==> config.mk <==
export PLATFORM = sky130hd
export DESIGN_NAME = xbar_wv_ctrl
export DESIGN_NICKNAME = d
export VERILOG_FILES = /design/src/rtl/xbar_wv_pkg.sv /design/src/rtl/xbar_part_seq.sv /design/src/rtl/xbar_addr_gen.sv /design/src/rtl/xbar_row_drive.sv /design/src/rtl/xbar_wv_ctrl.sv
export SDC_FILE = /design/constraint.sdc
export NUM_CORES = 1
export LEC_CHECK = 0
export BUFFER_PORTS_ARGS = -buffer_cell sky130_fd_sc_hd__buf_2
export CAP_MARGIN = 20
export CORE_AREA = 3 3 120 122
export CTS_CLUSTER_DIAMETER = 30
export DETAILED_ROUTE_END_ITERATION = 6
export DIE_AREA = 0 0 123 125
export PLACE_DENSITY = 0.71
export SLEW_MARGIN = 20
export SYNTH_ARGS = -nofsm -noshare
export SYNTH_HDL_FRONTEND = slang
export SYNTH_HIERARCHICAL = 1
export SYNTH_SLANG_ARGS = --single-unit
==> constraint.sdc <==
create_clock -name clk -period 2.5 [get_ports clk]
set_input_delay 0.5 -clock clk [delete_from_list [all_inputs] [get_ports clk]]
set_output_delay 0.5 -clock clk [all_outputs]
set_load 0.01 [all_outputs]
==> src/rtl/xbar_wv_pkg.sv <==
// Package: drive codes and per-partition sequencer states shared by the
// crossbar programming sequencer. Assumes 2-bit row drive codes.
package xbar_wv_pkg;
    typedef enum logic [1:0] {
        DRV_MID   = 2'b00,
        DRV_READ  = 2'b01,
        DRV_WRITE = 2'b10,
        DRV_INFER = 2'b11
    } drv_mode_e;

    typedef enum logic [2:0] {
        PS_IDLE,
        PS_READ,
        PS_GAP_W,
        PS_WRITE,
        PS_GAP_R,
        PS_HOLD
    } pseq_state_e;
endpackage

==> src/rtl/xbar_part_seq.sv <==
// Per-partition pulse sequencer: on go, runs read / gap / write / gap / read
// until the comparator is high at the last read cycle or the write cap is hit.
// Assumes go arrives only while idle or holding; clr has priority over go.
module xbar_part_seq
    import xbar_wv_pkg::*;
#(
    parameter int CNT_W  = 6,
    parameter int WCNT_W = 4
) (
    input  logic              clk,
    input  logic              rst_n,
    input  logic              clr,
    input  logic              go,
    input  logic              sense_ok,
    input  logic [CNT_W-1:0]  rd_width,
    input  logic [CNT_W-1:0]  wr_width,
    input  logic [CNT_W-1:0]  gap_width,
    input  logic [WCNT_W-1:0] max_writes,
    output logic              rd_pulse,
    output logic              wr_pulse,
    output logic              ack,
    output logic              err
);
    pseq_state_e       state_q;
    logic [CNT_W-1:0]  cnt_q;
    logic [WCNT_W-1:0] wcnt_q;

    // Width to counter load value; a zero width behaves as one cycle.
    function automatic logic [CNT_W-1:0] load_of(input logic [CNT_W-1:0] w);
        return (w == '0) ? '0 : w - 1'b1;
    endfunction

    // Pulse-train state machine with down-counter per phase.
    always_ff @(posedge clk) begin
        if (!rst_n) begin
            state_q <= PS_IDLE;
            cnt_q   <= '0;
            wcnt_q  <= '0;
            ack     <= 1'b0;
            err     <= 1'b0;
        end else begin
            ack <= 1'b0;
            if (clr) begin
                state_q <= PS_IDLE;
                wcnt_q  <= '0;
                err     <= 1'b0;
            end else if (go) begin
                state_q <= PS_READ;
                cnt_q   <= load_of(rd_width);
                wcnt_q  <= '0;
            end else begin
                case (state_q)
                    PS_READ: begin
                        if (cnt_q != '0) begin
                            cnt_q <= cnt_q - 1'b1;
                        end else if (sense_ok) begin
                            ack     <= 1'b1;
                            state_q <= PS_HOLD;
                        end else if (wcnt_q >= max_writes) begin
                            ack     <= 1'b1;
                            err     <= 1'b1;
                            state_q <= PS_HOLD;
                        end else begin
                            state_q <= PS_GAP_W;
                            cnt_q   <= load_of(gap_width);
                        end
                    end
                    PS_GAP_W: begin
                        if (cnt_q != '0) begin
                            cnt_q <= cnt_q - 1'b1;
                        end else begin
                            state_q <= PS_WRITE;
                            cnt_q   <= load_of(wr_width);
                        end
                    end
                    PS_WRITE: begin
                        if (cnt_q != '0) begin
                            cnt_q <= cnt_q - 1'b1;
                        end else begin
                            state_q <= PS_GAP_R;
                            cnt_q   <= load_of(gap_width);
                            wcnt_q  <= wcnt_q + 1'b1;
                        end
                    end
                    PS_GAP_R: begin
                        if (cnt_q != '0) begin
                            cnt_q <= cnt_q - 1'b1;
                        end else begin
                            state_q <= PS_READ;
                            cnt_q   <= load_of(rd_width);
                        end
                    end
                    default: ;
                endcase
            end
        end
    end

    // Pulse enables follow the current phase.
    always_comb begin
        rd_pulse = (state_q == PS_READ);
        wr_pulse = (state_q == PS_WRITE);
    end
endmodule

==> src/rtl/xbar_addr_gen.sv <==
// Shared cell address: column counter wraps into the row counter.
// Produces binary and one-hot selects and a last-position flag.
// Assumes step is never asserted at the last position.
module xbar_addr_gen #(
    parameter int RPP     = 2,
    parameter int NUM_COL = 4,
    parameter int ROW_W   = 1,
    parameter int COL_W   = 2
) (
    input  logic               clk,
    input  logic               rst_n,
    input  logic               clr,
    input  logic               step,
    output logic [ROW_W-1:0]   row_idx,
    output logic [COL_W-1:0]   col_idx,
    output logic [RPP-1:0]     row_onehot,
    output logic [NUM_COL-1:0] col_onehot,
    output logic               last
);
    logic col_wrap;

    // Column is at its final index.
    always_comb col_wrap = (col_idx == COL_W'(NUM_COL - 1));

    // Column-first address counter.
    always_ff @(posedge clk) begin
        if (!rst_n || clr) begin
            row_idx <= '0;
            col_idx <= '0;
        end else if (step) begin
            if (col_wrap) begin
                col_idx <= '0;
                row_idx <= row_idx + 1'b1;
            end else begin
                col_idx <= col_idx + 1'b1;
            end
        end
    end

    // Final position flag.
    always_comb last = col_wrap && (row_idx == ROW_W'(RPP - 1));

    genvar gi;
    generate
        for (gi = 0; gi < RPP; gi++) begin : g_row_oh
            assign row_onehot[gi] = (row_idx == ROW_W'(gi));
        end
        for (gi = 0; gi < NUM_COL; gi++) begin : g_col_oh
            assign col_onehot[gi] = (col_idx == COL_W'(gi));
        end
    endgenerate
endmodule

==> src/rtl/xbar_row_drive.sv <==
// Row drive selector: every row of every partition gets a 2-bit code.
// Inference overrides all; otherwise only the addressed row of a pulsing
// partition is driven, all others sit at mid-supply.
module xbar_row_drive
    import xbar_wv_pkg::*;
#(
    parameter int NUM_PART = 4,
    parameter int RPP      = 2,
    parameter int ROW_W    = 1
) (
    input  logic                    infer_mode,
    input  logic [ROW_W-1:0]        row_idx,
    input  logic [NUM_PART-1:0]     rd_pulse,
    input  logic [NUM_PART-1:0]     wr_pulse,
    output logic [2*NUM_PART*RPP-1:0] row_mode
);
    genvar gp, gr;
    generate
        for (gp = 0; gp < NUM_PART; gp++) begin : g_part
            for (gr = 0; gr < RPP; gr++) begin : g_row
                drv_mode_e sel;
                // Pick the drive code for this row.
                always_comb begin
                    if (infer_mode) begin
                        sel = DRV_INFER;
                    end else if (row_idx != ROW_W'(gr)) begin
                        sel = DRV_MID;
                    end else if (rd_pulse[gp]) begin
                        sel = DRV_READ;
                    end else if (wr_pulse[gp]) begin
                        sel = DRV_WRITE;
                    end else begin
                        sel = DRV_MID;
                    end
                end
                assign row_mode[2*(gp*RPP+gr) +: 2] = sel;
            end
        end
    endgenerate
endmodule

==> src/rtl/xbar_wv_ctrl.sv <==
// Top: partitioned crossbar closed-loop programming sequencer.
// Collects per-partition acknowledges in a sticky vector and steps the shared
// address on the edge after the last one arrives. Assumes ROWS_TOTAL is a
// multiple of NUM_PART.
module xbar_wv_ctrl #(
    parameter int NUM_PART   = 4,
    parameter int ROWS_TOTAL = 8,
    parameter int NUM_COL    = 4,
    parameter int CNT_W      = 6,
    parameter int WCNT_W     = 4,
    localparam int RPP       = ROWS_TOTAL / NUM_PART,
    localparam int ROW_W     = (RPP > 1) ? $clog2(RPP) : 1,
    localparam int COL_W     = (NUM_COL > 1) ? $clog2(NUM_COL) : 1,
    localparam int MODE_W    = 2 * NUM_PART * RPP
) (
    input  logic                clk,
    input  logic                rst_n,
    input  logic                start,
    input  logic                infer_mode,
    input  logic [CNT_W-1:0]    rd_width,
    input  logic [CNT_W-1:0]    wr_width,
    input  logic [CNT_W-1:0]    gap_width,
    input  logic [WCNT_W-1:0]   max_writes,
    input  logic [NUM_PART-1:0] sense_ok,
    output logic [ROW_W-1:0]    row_idx,
    output logic [COL_W-1:0]    col_idx,
    output logic [RPP-1:0]      row_onehot,
    output logic [NUM_COL-1:0]  col_onehot,
    output logic [MODE_W-1:0]   row_mode,
    output logic [NUM_PART-1:0] read_en,
    output logic [NUM_PART-1:0] write_en,
    output logic [NUM_PART-1:0] part_ack,
    output logic [NUM_PART-1:0] err,
    output logic                done
);
    logic                running_q;
    logic                go_q;
    logic [NUM_PART-1:0] sticky_q;
    logic                all_in;
    logic                last;
    logic                step;

    // Every partition has acknowledged this cell (latched or arriving now).
    always_comb all_in = &(sticky_q | part_ack);

    // Address step request when a non-final cell completes.
    always_comb step = running_q && all_in && !start && !last;

    // Run control, acknowledge collector and cell kick-off.
    always_ff @(posedge clk) begin
        if (!rst_n) begin
            running_q <= 1'b0;
            done      <= 1'b0;
            go_q      <= 1'b0;
            sticky_q  <= '0;
        end else begin
            go_q <= 1'b0;
            if (start) begin
                running_q <= 1'b1;
                done      <= 1'b0;
                go_q      <= 1'b1;
                sticky_q  <= '0;
            end else if (running_q && all_in) begin
                sticky_q <= '0;
                if (last) begin
                    running_q <= 1'b0;
                    done      <= 1'b1;
                end else begin
                    go_q <= 1'b1;
                end
            end else if (running_q) begin
                sticky_q <= sticky_q | part_ack;
            end
        end
    end

    xbar_addr_gen #(
        .RPP(RPP), .NUM_COL(NUM_COL), .ROW_W(ROW_W), .COL_W(COL_W)
    ) u_addr (
        .clk(clk), .rst_n(rst_n), .clr(start), .step(step),
        .row_idx(row_idx), .col_idx(col_idx),
        .row_onehot(row_onehot), .col_onehot(col_onehot), .last(last)
    );

    genvar gp;
    generate
        for (gp = 0; gp < NUM_PART; gp++) begin : g_seq
            xbar_part_seq #(.CNT_W(CNT_W), .WCNT_W(WCNT_W)) u_seq (
                .clk(clk), .rst_n(rst_n), .clr(start), .go(go_q),
                .sense_ok(sense_ok[gp]),
                .rd_width(rd_width), .wr_width(wr_width),
                .gap_width(gap_width), .max_writes(max_writes),
                .rd_pulse(read_en[gp]), .wr_pulse(write_en[gp]),
                .ack(part_ack[gp]), .err(err[gp])
            );
        end
    endgenerate

    xbar_row_drive #(.NUM_PART(NUM_PART), .RPP(RPP), .ROW_W(ROW_W)) u_drive (
        .infer_mode(infer_mode), .row_idx(row_idx),
        .rd_pulse(read_en), .wr_pulse(write_en), .row_mode(row_mode)
    );
endmodule

==> summary.md <==
| Metric | Value |
|---|---|
| Io pins | `a little over 70` |
| Synth top area share | `around a fifth` |
| CP arrival | `1780 ps` |
| Cts hold-fix bufs | `0` |
| Pint | `about 0.0023 W` |
| CTS Sinks | `70` |
| Peak supply drop | `~0.38 mV` |
| Hold slack | `around 440 ps` |
| Syn Area/Cell | `7.79 µm²` |
| Die W | `roughly 120 µm` |
| Worst-skew pair later-pin latency | `about 340 ps` |
| GR Util All Layers | `between 20% and 30%` |
| Initial Util | `around half` |
| Largest family of logic cells by synthesized area | `compound AO/OA/AOI/OAI gates` |
| First-pass GRT wire length | `30.0 mm` |
| Flop2flop setup slack | `290 ps` |
| # rows | `42` |
| Type of the worst setup path | `register to output port` |
| Gate power share | `28.0%` |
| Htree depth | `3` |
| Final slew viol count | `0` |
| Post-Synthesis Cell Area | `6700 µm²` |
| Die Footprint | `approximately 15000 µm²` |
| RSZ-0062 raised after global routing | `false` |
| Drt drc | `0` |
| Placed Instances | `~1100` |
| Nets | `1014` |
| Min-Delay Path Class | `register to register` |
| Core ar. | `13300 µm²` |
| Compound-Gate Fraction of Synth Area | `roughly 27%` |
| Yosys warning count | `6` |
| Psw | `0.00115 W` |
| Setup TNS | `0 ps` |
| Power density cells | `about 460 nW/µm²` |
| Vias in the first global route | `6023` |
| Least-Margin Pin Slew | `584 ps` |
| Max_slew headroom | `61.0%` |
| Final setup fails | `0` |
| Hold Vio Cnt, Final | `0` |
| Clock transition at the registers of the reported paths | `60 ps` |
| CTS tree | `done` |
| Max Cap Violations | `0` |
| Fin crit share | `between 90 and 100%` |
| Ys async rst share | `0%` |
| CP Launch Type | `register` |
| Post-Synth Adder-Cell Area | `between 10% and 20%` |
| Antenna cells | `0` |
| Grt ovf | `0` |
| Status | `finished clean` |
| Synth Register Bits | `70` |
| Layout Skew | `a little over 7 ps` |
| Fillers | `~1300` |
| Die height | `125 µm` |
| XOR/XNOR share of the synthesized area | `under 10%` |
| Root buf cell | `clkbuf_16` |
| Clock share of power | `a little under two fifths` |
| Max Clock Freq | `438 MHz` |
| Area Growth Syn to Fin | `11.8%` |
| Critical Path Sink Type | `output port` |
| First-pass DRT Iterations | `5` |
| Leakage | `between 3 and 4 nW` |
| Clock Path Buffers | `2` |
| Required @ worst endpoint | `about 2000 ps` |
| Net Sw Frac | `about a third` |
| Seq pwr share | `between 30% and 40%` |
| Cts bufs inserted | `9` |
| Post-Layout Cell Count | `around 1100` |
| Drt wl/cell | `16.2 µm` |
| Routed WL | `between 15 and 20 mm` |
| Crit-path max FO | `12` |
| PortBufs | `approximately 70` |
| Proportion of synthesized area in mux cells | `2.13%` |
| HPWL after DPL | `13.5 mm` |
| Yosys cell types | `about 90` |
| DRT antenna net count | `0` |
| Post-CTS setup buffers | `0` |
| Syn Nets | `947` |
| Synth Flop Type | `dfxtp_1` |
| Number of gates resized after CTS | `0` |
| Area leader, netlist | `dfxtp_1` |
| GPL Wtd Cong | `0.823` |
| DR vias/cell | `roughly 5.9` |
| Post-Synth Simple-Gate Area | `between 20 and 25%` |
| Via Count | `6544` |
| Area contributors post-synth | `dfxtp_1 (21%), ha_1 (11%), xnor2_1 (5.1%)` |
| Initial antenna violation count | `0` |
| Layout cell share with drive strength beyond 1 | `16.7%` |
| Seq/Total Area, Yosys | `about a fifth` |
| Synth top cells by count | `inv_1 (80), nor2_1 (73), dfxtp_1 (70)` |
| Mapped Cells | `between 800 and 900` |
| Post-layout min period | `~2300 ps` |
| Largest net degree at the start of global routing | `50` |
| DRT iter0 DRCs | `~490` |
| Post-synth EDFFs | `0` |
| Cell with the most instances after synthesis | `inv_1` |
metrics by stage:
step	cell area (µm²)	total power (W)	utilization (%)	setup WS (ps)
after global placement	7190	0.00218	54.1	197
after floorplan	6700	0.00189	-	418
final	7490	0.00347	56.4	219
after CTS	7490	0.00349	56.4	218
after global routing	7490	0.00367	56.4	98.2
after detailed placement	7190	0.00218	54.1	165
state kept, by name (all words and copies together), names as in the netlist:
signal	count
g_seq.u_seq/wcnt_q	16
u_addr/row_idx	1
go_q	1
done	1
g_seq.u_seq/ack	4
g_seq.u_seq/state_q	12
u_addr/col_idx	2
g_seq.u_seq/err	4
sticky_q	4
g_seq.u_seq/cnt_q	24
running_q	1
cells in the final DEF, fill, tap and decap left out, types with 12 or more instances in the layout:
master,count
inv_1,80
nor2_1,73
buf_2,71
dfxtp_1,70
a21oi_1,57
ha_1,57
o21ai_0,48
nor3_1,41
xnor2_1,39
nand2_1,38
a31oi_1,20
buf_4,20
nand2b_1,17
or3_1,17
nor3b_1,16
o22ai_1,15
nand3_1,13
mux2i_1,12
path summary, 6_finish.rpt:
kind / start / to / cells past startpoint
max: g_seq[1].u_seq/state_q[0] / row_mode[5] / 4
min: done / done / 2
max reg2reg: g_seq[2].u_seq/state_q[0] / g_seq[2].u_seq/cnt_q[3] / 5
min reg2reg: done / done / 2
kinds of logic (layout without fill, tap and decap cells):
| family | Yosys count | after routing |
|---|---|---|
| mux | 14 | 14 |
| buf+inv | 117 | 189 |
| flops | 70 | 70 |
| fa+ha+maj | 57 | 57 |
| compound gates | 264 | 264 |
| simple gates | 288 | 288 |
| xor+xnor | 50 | 50 |
area by class of cell:
| type | instances | area, µm² | area share, % |
|---|---|---|---|
| clock buffers | 9 | 225 | 3.01 |
| clock inverters | 7 | 73.8 | 0.985 |
| inverters | 81 | 307 | 4.09 |
| multi-input cells | 673 | 4740 | 63.3 |
| flip-flops and latches | 70 | 1400 | 18.7 |
| well taps | 176 | 220 | 2.94 |
| repair buffers | 92 | 526 | 7.01 |
metal layers:
metal	share of wire [%]	GRT usage, %	vias up
met5	0	0	-
met4	2.0	6.58	0
met3	5.0	3.93	29
met2	48	41.0	170
met1	45	30.8	3077
li1	-	-	3268
power groups by stage:
stage | Sequential (W) | Combinational, W | Clock (W)
after floorplan | 0.00121 | 0.000677 | 0
after global placement | 0.00122 | 0.000952 | 0
after detailed placement | 0.00122 | 0.000954 | 0
after CTS | 0.00120 | 0.000960 | 0.00133
after global routing | 0.00121 | 0.00108 | 0.00138
final | 0.00120 | 0.000971 | 0.00130
critical path, cell delays in order (launching register included):
cell     delay [ps]
dfxtp_1         580
nor3b_2         410
inv_1           100
a31o_1          210
buf_2           130
Power figures use the tool's default switching activity.
